<file path="src/rtl/irqc_pkg.sv">
package irqc_pkg;
  localparam int SRC_PER_BANK = 32;
  localparam int IDX_W        = $clog2(SRC_PER_BANK);
  localparam int BANK_STRIDE  = 24;   // bytes per bank
  localparam int WORDS_PER_BANK = BANK_STRIDE / 4;
  localparam int SEL_W        = 3;

  typedef enum logic [SEL_W-1:0] {
    RG_STAT = 3'd0,
    RG_EN   = 3'd1,
    RG_SET  = 3'd2,
    RG_CLR  = 3'd3,
    RG_POL  = 3'd4,
    RG_EDGE = 3'd5
  } reg_sel_e;
endpackage

</file>
<file path="src/rtl/irqc_rst_sync.sv">
module irqc_rst_sync (
  input  logic clk,
  input  logic arst_n,
  output logic rst_n_o
);
  logic [1:0] stg_q;

  always_ff @(posedge clk or negedge arst_n) begin
    if (!arst_n) stg_q <= 2'b00;
    else         stg_q <= {stg_q[0], 1'b1};
  end

  assign rst_n_o = stg_q[1];
endmodule

</file>
<file path="src/rtl/irqc_sync.sv">
module irqc_sync #(
  parameter int W = 32
) (
  input  logic         clk,
  input  logic         rst_n,
  input  logic [W-1:0] d_i,
  output logic [W-1:0] q_o
);
  logic [W-1:0] m1_q, m2_q;

  always_ff @(posedge clk or negedge rst_n) begin
    if (!rst_n) begin
      m1_q <= '0;
      m2_q <= '0;
    end else begin
      m1_q <= d_i;
      m2_q <= m1_q;
    end
  end

  assign q_o = m2_q;
endmodule

</file>
<file path="src/rtl/irqc_first.sv">
module irqc_first #(
  parameter int W  = 32,
  parameter int IW = $clog2(W)
) (
  input  logic [W-1:0]  req_i,
  output logic [IW-1:0] id_o,
  output logic          ok_o
);
  always_comb begin
    id_o = '0;
    ok_o = 1'b0;
    for (int i = W - 1; i >= 0; i--) begin
      if (req_i[i]) begin
        id_o = IW'(i);
        ok_o = 1'b1;
      end
    end
  end
endmodule

</file>
<file path="src/rtl/irqc_bank.sv">
module irqc_bank
  import irqc_pkg::*;
#(
  parameter int W = SRC_PER_BANK
) (
  input  logic         clk,
  input  logic         rst_n,
  input  logic [W-1:0] src_i,
  input  logic         hit_i,
  input  logic         we_i,
  input  reg_sel_e     sel_i,
  input  logic [W-1:0] wdata_i,
  output logic [W-1:0] rdata_o,
  output logic [W-1:0] status_o,
  output logic [W-1:0] en_o,
  output logic [W-1:0] edge_o,
  output logic [W-1:0] setp_o,
  output logic [W-1:0] clrp_o
);
  logic [W-1:0] smp_w, prev_q;
  logic [W-1:0] en_q, en_d, pol_q, pol_d, edge_q, edge_d, lat_q, lat_d;
  logic [W-1:0] set_v, clr_v, rise_w, fall_w, evt_w, lvl_w;
  logic         wr_w, cfg_ce;

  irqc_sync #(.W(W)) u_sync (
    .clk   (clk),
    .rst_n (rst_n),
    .d_i   (src_i),
    .q_o   (smp_w)
  );

  assign wr_w   = hit_i & we_i;
  assign cfg_ce = wr_w & ((sel_i == RG_EN) | (sel_i == RG_POL) | (sel_i == RG_EDGE));

  // trigger qualification
  always_comb begin
    rise_w = smp_w & ~prev_q;
    fall_w = ~smp_w & prev_q;
    evt_w  = edge_q & ((pol_q & rise_w) | (~pol_q & fall_w));
    lvl_w  = ~edge_q & ~(smp_w ^ pol_q);
  end

  // next state
  always_comb begin
    en_d   = en_q;
    pol_d  = pol_q;
    edge_d = edge_q;
    set_v  = (wr_w && sel_i == RG_SET) ? wdata_i : '0;
    clr_v  = (wr_w && sel_i == RG_CLR) ? wdata_i : '0;
    if (cfg_ce) begin
      case (sel_i)
        RG_EN:   en_d   = wdata_i;
        RG_POL:  pol_d  = wdata_i;
        RG_EDGE: edge_d = wdata_i;
        default: ;
      endcase
    end
    lat_d = (lat_q & ~clr_v) | set_v | evt_w;
  end

  // configuration registers, clock-enabled
  always_ff @(posedge clk or negedge rst_n) begin
    if (!rst_n) begin
      en_q   <= '0;
      pol_q  <= '1;
      edge_q <= '0;
    end else if (cfg_ce) begin
      en_q   <= en_d;
      pol_q  <= pol_d;
      edge_q <= edge_d;
    end
  end

  // pending latches and previous sample
  always_ff @(posedge clk or negedge rst_n) begin
    if (!rst_n) begin
      lat_q  <= '0;
      prev_q <= '0;
    end else begin
      lat_q  <= lat_d;
      prev_q <= smp_w;
    end
  end

  assign status_o = lat_q | lvl_w;
  assign en_o     = en_q;
  assign edge_o   = edge_q;
  assign setp_o   = set_v;
  assign clrp_o   = clr_v;

  always_comb begin
    rdata_o = '0;
    if (hit_i) begin
      case (sel_i)
        RG_STAT: rdata_o = status_o;
        RG_EN:   rdata_o = en_q;
        RG_POL:  rdata_o = pol_q;
        RG_EDGE: rdata_o = edge_q;
        default: rdata_o = '0;
      endcase
    end
  end
endmodule

</file>
<file path="src/rtl/mbank_irqc.sv">
module mbank_irqc
  import irqc_pkg::*;
#(
  parameter int NUM_BANKS = 5,
  parameter int ADDR_W    = 8
) (
  input  logic                              clk,
  input  logic                              rst_n,
  input  logic [ADDR_W-1:0]                 bus_addr,
  input  logic                              bus_we,
  input  logic [31:0]                       bus_wdata,
  output logic [31:0]                       bus_rdata,
  input  logic [NUM_BANKS*SRC_PER_BANK-1:0] src_in,
  output logic [NUM_BANKS-1:0]              irq_out,
  output logic [NUM_BANKS*IDX_W-1:0]        vec_id,
  output logic [NUM_BANKS-1:0]              vec_ok
);
  localparam int NSRC   = NUM_BANKS * SRC_PER_BANK;
  localparam int WADR_W = ADDR_W - 2;

  logic                   rst_i_n;
  logic [WADR_W-1:0]      word_w;
  logic                   aligned_w;
  logic [NSRC-1:0]        status_w, en_w, edge_w, setp_w, clrp_w;
  logic [NSRC-1:0]        rd_all;

  irqc_rst_sync u_rst (
    .clk     (clk),
    .arst_n  (rst_n),
    .rst_n_o (rst_i_n)
  );

  assign word_w    = bus_addr[ADDR_W-1:2];
  assign aligned_w = (bus_addr[1:0] == 2'b00);

  for (genvar b = 0; b < NUM_BANKS; b++) begin : g_bank
    localparam int BASE_W = b * WORDS_PER_BANK;
    logic     hit;
    reg_sel_e sel;
    logic [SRC_PER_BANK-1:0] pend_en;

    assign hit = aligned_w && (word_w >= WADR_W'(BASE_W)) &&
                 (word_w < WADR_W'(BASE_W + WORDS_PER_BANK));
    assign sel = reg_sel_e'(SEL_W'(word_w - WADR_W'(BASE_W)));

    irqc_bank #(.W(SRC_PER_BANK)) u_bank (
      .clk      (clk),
      .rst_n    (rst_i_n),
      .src_i    (src_in[b*SRC_PER_BANK +: SRC_PER_BANK]),
      .hit_i    (hit),
      .we_i     (bus_we),
      .sel_i    (sel),
      .wdata_i  (bus_wdata),
      .rdata_o  (rd_all[b*SRC_PER_BANK +: SRC_PER_BANK]),
      .status_o (status_w[b*SRC_PER_BANK +: SRC_PER_BANK]),
      .en_o     (en_w[b*SRC_PER_BANK +: SRC_PER_BANK]),
      .edge_o   (edge_w[b*SRC_PER_BANK +: SRC_PER_BANK]),
      .setp_o   (setp_w[b*SRC_PER_BANK +: SRC_PER_BANK]),
      .clrp_o   (clrp_w[b*SRC_PER_BANK +: SRC_PER_BANK])
    );

    assign pend_en    = status_w[b*SRC_PER_BANK +: SRC_PER_BANK] &
                        en_w[b*SRC_PER_BANK +: SRC_PER_BANK];
    assign irq_out[b] = |pend_en;

    irqc_first #(.W(SRC_PER_BANK), .IW(IDX_W)) u_first (
      .req_i (pend_en),
      .id_o  (vec_id[b*IDX_W +: IDX_W]),
      .ok_o  (vec_ok[b])
    );
  end

  always_comb begin
    bus_rdata = '0;
    for (int b = 0; b < NUM_BANKS; b++) begin
      bus_rdata = bus_rdata | rd_all[b*SRC_PER_BANK +: SRC_PER_BANK];
    end
  end
endmodule

</file>
<file path="config.mk">
export PLATFORM = sky130hd
export DESIGN_NAME = mbank_irqc
export DESIGN_NICKNAME = d
export VERILOG_FILES = /design/src/rtl/irqc_pkg.sv /design/src/rtl/irqc_rst_sync.sv /design/src/rtl/irqc_sync.sv /design/src/rtl/irqc_first.sv /design/src/rtl/irqc_bank.sv /design/src/rtl/mbank_irqc.sv
export SDC_FILE = /design/constraint.sdc
export NUM_CORES = 2
export LEC_CHECK = 0
export CAP_MARGIN = 20
export CORE_UTILIZATION = 30
export CTS_CLUSTER_DIAMETER = 120
export DETAILED_ROUTE_END_ITERATION = 10
export PLACE_DENSITY = 0.49
export SLEW_MARGIN = 0
export SYNTH_ARGS = -nofsm -noshare
export SYNTH_HDL_FRONTEND = slang
export SYNTH_HIERARCHICAL = 1
export SYNTH_SLANG_ARGS = --single-unit
</file>
<file path="constraint.sdc">
create_clock -name clk -period 53.8 [get_ports clk]
set_clock_uncertainty 0.05 [all_clocks]
set_input_delay 13.45 -clock clk [delete_from_list [all_inputs] [get_ports clk]]
set_output_delay 13.45 -clock clk [all_outputs]
set_load 0.05 [all_outputs]
</file>
After elaboration in Yosys (flattened, before gate mapping). Index checks and enable logic that the tools add are counted.

Reductions and logical operators: 46. Magnitude comparators: 10. $add $sub $neg: 4. Bitwise operators: 119. Multiplexer cells: 340. Equal/unequal tests: 25.

Operators by type and width (number): $and A32 B32 Y32 (40); $not A32 Y32 (30); $mux W5 (160); $or A32 B32 Y32 (24); $pmux W32 S4 (5); $mux W32 (15); $mux W1 (160); $reduce_or A32 Y1 (5); $xor A32 B32 Y32 (5); $eq A3 B2 Y1 const B (10); $eq A3 B3 Y1 const B (10); $reduce_and A2 Y1 (15); $logic_and A1 B1 Y1 (20); $lt A6 B5 Y1 const B (3); $eq A3 B1 Y1 const B (5); $logic_not A3 Y1 (5); $ge A6 B5 Y1 const B (2); $and A1 B1 Y1 (10); $or A1 B1 Y1 (10); $ge A6 B1 Y1 const B (1); $ge A6 B3 Y1 const B (1); $ge A6 B4 Y1 const B (1); $lt A6 B3 Y1 const B (1); $lt A6 B4 Y1 const B (1); other kinds (4) (5).

Input bits: 203. Bits in registers: 1122. Logic and storage cells: 580. Output and inout bits: 67.

Logic depth before layout (Yosys ltp).
Depth after elaboration: 37. Mapped depth: 10. Depth with buffers taken out: 9.

Cells and area by module. The synthesis kept the hierarchy.

Modules (own cells, without submodules): irqc_bank (sequential area each 4043.9 µm², times used 5, cells an instance 766, area each 8534.4 µm²); irqc_sync (sequential area each 1601.5 µm², times used 5, cells an instance 64, area each 1601.5 µm²); mbank_irqc (sequential area each 0.0 µm², times used 1, cells an instance 340, area each 2014.4 µm²); irqc_first (sequential area each 0.0 µm², times used 5, cells an instance 65, area each 370.4 µm²); irqc_rst_sync (sequential area each 50.0 µm², times used 1, cells an instance 3, area each 53.8 µm²).

Least setup slack after synthesis. Ideal clock, no wire load.

Path kind: in2out. Start point: in bus_addr[3]. End point: out bus_rdata[0]. Arrival time: 15.453 ns. Path slack: 24.847 ns. Path buffers: 1. Required time: 40.300 ns. Stages on the path: 10. Path through: inv_1 > ha_1 > a21oi_1 > or3b_2 > a21oi_1 > nand2b_1 > clkbuf_1 > a211oi_1 > nor3_1 > nand2_1.

Elaborated cells on any way between the ends: 58. Those cells by class: add/sub (4); order compare (10); eq/ne (15); mux (10); bitwise (4); reduce/logical (15).

RTL lines: start: declaration (line mbank_irqc.sv:9) `input logic [ADDR_W-1:0] bus_addr,`; $ge A6 B4 Y1 (line mbank_irqc.sv:42) `assign hit = aligned_w && (word_w >= WADR_W'(BASE_W)) &&`; $logic_and A1 B1 Y1 (line mbank_irqc.sv:42); $logic_and A1 B1 Y1 (*) (line mbank_irqc.sv:42); net g_bank[2].hit (line mbank_irqc.sv:38) `logic hit;`; $mux W32 (*) (line irqc_bank.sv:93) `if (hit_i) begin`; net rd_all[64] (line mbank_irqc.sv:25) `logic [NSRC-1:0] rd_all;`; $or A32 B32 Y32 (*) (3 in a row) (line mbank_irqc.sv:76) `bus_rdata = bus_rdata | rd_all[b*SRC_PER_BANK +: SRC_PER_BANK];`; end: declaration (line mbank_irqc.sv:12) `output logic [31:0] bus_rdata,`.

The timed path passes the listed nets; every way through them passes the cells marked *.

Worst setup path in the final report.
Start point: in bus_addr[2]. End point: out bus_rdata[19].

Word-level cells in the longest chain between the ends: 8. Elaborated cells on any way between the ends: 58. Those cells by class: add/sub (4); order compare (10); eq/ne (15); mux (10); bitwise (4); reduce/logical (15).

RTL lines (line): $ge A6 B1 Y1 (mbank_irqc.sv:42); $logic_and A1 B1 Y1 (2 in a row) (mbank_irqc.sv:42); $mux W32 (*) (irqc_bank.sv:93); net rd_all[19] (mbank_irqc.sv:25); $or A32 B32 Y32 (*) (4 in a row) (mbank_irqc.sv:76).

Marked as above.

==> results <==
- The worst-case IR drop observed on VDD is 0.02961 mV.
- The wire length of the first global-routing pass is 257000 µm.
- The flow ran to the end, and the final reports show no timing, DRC or antenna violations.
- The post-synthesis area per instance is 11.77 µm².
- During placement, the flow inserted port buffers numbering 269.
- For this design, the CTS-stage hold fixing added 0 buffers.
- The design draws around 2.2 mW.
- Once routing completed, OpenROAD measured the worst setup slack at between 20 and 25 ns.
- The remaining antenna violation count is 0.
- The via count of the first global-routing pass is 37728.
- The worst hold slack is 0.2906 ns.
- The delay of the slowest cell on the worst path is 0.77 ns.
- Once the clock tree was built, the resizer swapped 0 gates to a different size.
- Static timing analysis puts the maximum clock frequency at 31.19 MHz.
- The number of vias per cell after detailed routing is 5.189.
- Relative to the synthesized area, the layout overhead comes to 19.44%.
- The category of the worst setup path launch point is an input port.
- The number of standard-cell rows in the floorplan is about 150.
- The number of clock sinks is about 1100.
- The starting density of the core is between 30 and 40%.
- The deepest level of the CTS H-tree is 4.
- Counting tap cells, the placed design contains a total of 6921 instances.
- Walking the worst path, the cells encountered are buf_8, buf_4, buf_4, nand2b_1, buf_4, o2bb2ai_1, a211oi_1, nor3_1, nand2_1, clkdlybuf4s50_1.
- In this run the worst path has a maximum fanout of 80.
- The final-layout fill cell count is ~17000.
- The worst endpoint data arrival time is 18.56 ns.
- After legalization and detailed placement, the total HPWL measured approximately 120000 µm.
- The width of the chip is ~420 µm.
- The worst slew margin relative to its limit is 21.99%.
- The insertion delay of the later-clocked pin in the worst-skew pair is approximately 0.8 ns.
- The initial detailed-routing violation count is 2777.
- The number of max-slew violations in the final report is 0.
- The number of antenna violations at the first check in global routing is 8.
- The number of buffers on the longest clock path is 3.
- The critical setup path kind is input port to output pin.
- For this design the total switching power over the nets is ~0.59 mW.
- The total overflow left after global routing is 0.
- The post-route DRC violation count is 0.
- For this run, the number of Yosys warnings is 6.
- The worst setup path is captured at an output pin.
- The sum of negative setup slack is 0 ns.
- The tree is rooted in a sky130_fd_sc_hd__clkbuf_16.
- The worst hold path belongs to the class flip-flop to async pin.
- The total via count after detailed routing is 37328.
- The detailed-router iteration count before antenna repair is 6.
- The post-synth design cell area is 52430 µm².
- Setup violations remaining at the end of the flow were counted as 0.
- The gate count of the mapped netlist is 4453.
- The clock tree from TritonCTS is built.
- The final standard cell utilization of the core is 36.06%.
- At the worst endpoint, the required time is 40.30 ns.
- The die outline height is 420.0 µm.
- Setup repair after global routing left no endpoint under its margin.
- The slowest stage of the critical path belongs to the cell sky130_fd_sc_hd__clkdlybuf4s50_1.
- The number of nets in the synthesized netlist is 4658.
- After detailed routing, the average wire length per cell comes to about 24 µm.
- After the last flow step, the layout net total stands at around 5000.
- The area of the core is 173600 µm².
- In this design, the critical path's most frequently occurring cell is sky130_fd_sc_hd__buf_4.
- The final hold violation count is 0.
- For the pin with the worst max-slew slack, the measured transition is 1.167 ns.
- The share of total power dissipated in combinational logic is 13.1%.
- After detailed routing, the total wire length is 174300 µm.
- In the finished design, the share of the clock period the worst path needs comes to 59.59%.
- The power per standard cell area is approximately 35 nW/µm².
- In this run, the clock network consumes about 45% of the power.
- After the flow finishes, the layout carries non-filler instances totaling 7193.
- The combined global-route utilization of all metal layers is 19.73%.
- Clock-pin slew was measured on the worst setup and hold paths at approximately 0.05 ns.
- For the finished layout, the period the worst path requires is 32.06 ns.
- The die covers 176400 µm².
- In this run, CTS created clock tree buffers numbering 136.
- Once placement finished, the instance area stood at 57580 µm².
- The placer congestion estimate is around 0.87.
- The finished cells cover 62620 µm².
- The leakage power total is 28.23 nW.
- The pin count of the biggest net entering global routing is 153.
- The switching power as a share of total power is between 20% and 30%.
- The tool flagged a number of max-cap violations equal to 0.
- At the placement stage, the worst setup path has a slack of about 22 ns.
- The fraction of final layout cells with drive strength greater than 1 is approximately 24%.
- The sequential share of power is a little over two fifths.
- During I/O placement, the number of pins put on the boundary was 270.
- The internal power of the cells totals roughly 1.6 mW.
- In this run the post-CTS setup repair buffer count came out at 0.
power by group through the flow:
stage,Sequential [mW],Combinational [mW],Clock (mW)
finish,0.916,0.285,0.970
global route,0.922,0.304,1.03
CTS,0.917,0.286,1.00
detailed placement,0.931,0.284,0
global placement,0.931,0.283,0
floorplan,0.932,0.162,0
final timing paths:
| check | slack [ns] | from | depth (start not counted) | endpoint |
|---|---|---|---|---|
| min | 0.29 | u_rst/stg_q[1] | 0 | g_bank[0].u_bank/u_sync/m1_q[12] |
| max in group asynchronous | 40.79 | rst_n | 1 | u_rst/stg_q[1] |
| min reg2reg | 0.29 | u_rst/stg_q[1] | 0 | g_bank[0].u_bank/u_sync/m1_q[12] |
| min in group clk | 0.29 | g_bank[2].u_bank/u_sync/m1_q[22] | 0 | g_bank[2].u_bank/u_sync/q_o[22] |
| max | 21.74 | bus_addr[2] | 10 | bus_rdata[19] |
| max reg2reg | 50.48 | u_rst/stg_q[1] | 3 | g_bank[4].u_bank/u_sync/q_o[16] |
registers in the layout, summed over array words and instances (netlist names):
signal and count:
u_rst/stg_q 2, g_bank.u_bank/en_o 160, g_bank.u_bank/u_sync/m1_q 160, g_bank.u_bank/pol_q 160
g_bank.u_bank/lat_q 160, g_bank.u_bank/prev_q 160, g_bank.u_bank/u_sync/q_o 160, g_bank.u_bank/edge_o 160
worst max-delay path: cells and delay by family:
kind | cells | cell delay [ns]
AO/OA/AOI/OAI | 2 | 0.29
buffers and inverters | 5 | 3.11
AND/OR/NAND/NOR | 3 | 1.57
per-layer routing:
metal / wire length, µm / GRT usage (%) / vias up
met5: 47 / 0 / -
met4: 6818 / 8.376 / 8
met3: 8503 / 3.673 / 272
met2: 82030 / 31.67 / 1012
met1: 76880 / 25.92 / 19069
li1: - / - / 16967
area by class of cell:
type                       instances  area, µm²  area share (%)
sequential                      1122      28280           45.16
multi-input combinational       2927      22250           35.53
inverter                         194      728.2           1.163
antenna                            8      20.02         0.03197
timing repair buffer             364       3676           5.870
tap                             2325       2909           4.646
clock inverter                    46      636.9           1.017
clock buffer                     207       4118           6.576
layout by cell type (no fill, tap or decap), types with 33 or more instances in the layout:
| cell | count |
|---|---|
| sky130_fd_sc_hd__a211oi_1 | 156 |
| sky130_fd_sc_hd__a21o_1 | 155 |
| sky130_fd_sc_hd__a21oi_1 | 39 |
| sky130_fd_sc_hd__a221o_1 | 160 |
| sky130_fd_sc_hd__a31oi_1 | 165 |
| sky130_fd_sc_hd__and2_1 | 155 |
| sky130_fd_sc_hd__buf_4 | 79 |
| sky130_fd_sc_hd__clkbuf_1 | 33 |
| sky130_fd_sc_hd__clkbuf_16 | 147 |
| sky130_fd_sc_hd__clkdlybuf4s50_1 | 267 |
| sky130_fd_sc_hd__dfrtp_1 | 961 |
| sky130_fd_sc_hd__dfstp_2 | 160 |
| sky130_fd_sc_hd__inv_1 | 192 |
| sky130_fd_sc_hd__mux2_2 | 465 |
| sky130_fd_sc_hd__mux2i_1 | 315 |
| sky130_fd_sc_hd__nand2_1 | 367 |
| sky130_fd_sc_hd__nor2_1 | 102 |
| sky130_fd_sc_hd__nor3_1 | 224 |
| sky130_fd_sc_hd__o2bb2ai_1 | 160 |
| sky130_fd_sc_hd__or2_2 | 175 |
| sky130_fd_sc_hd__or4_1 | 50 |
(Power assumes the default switching activity.)
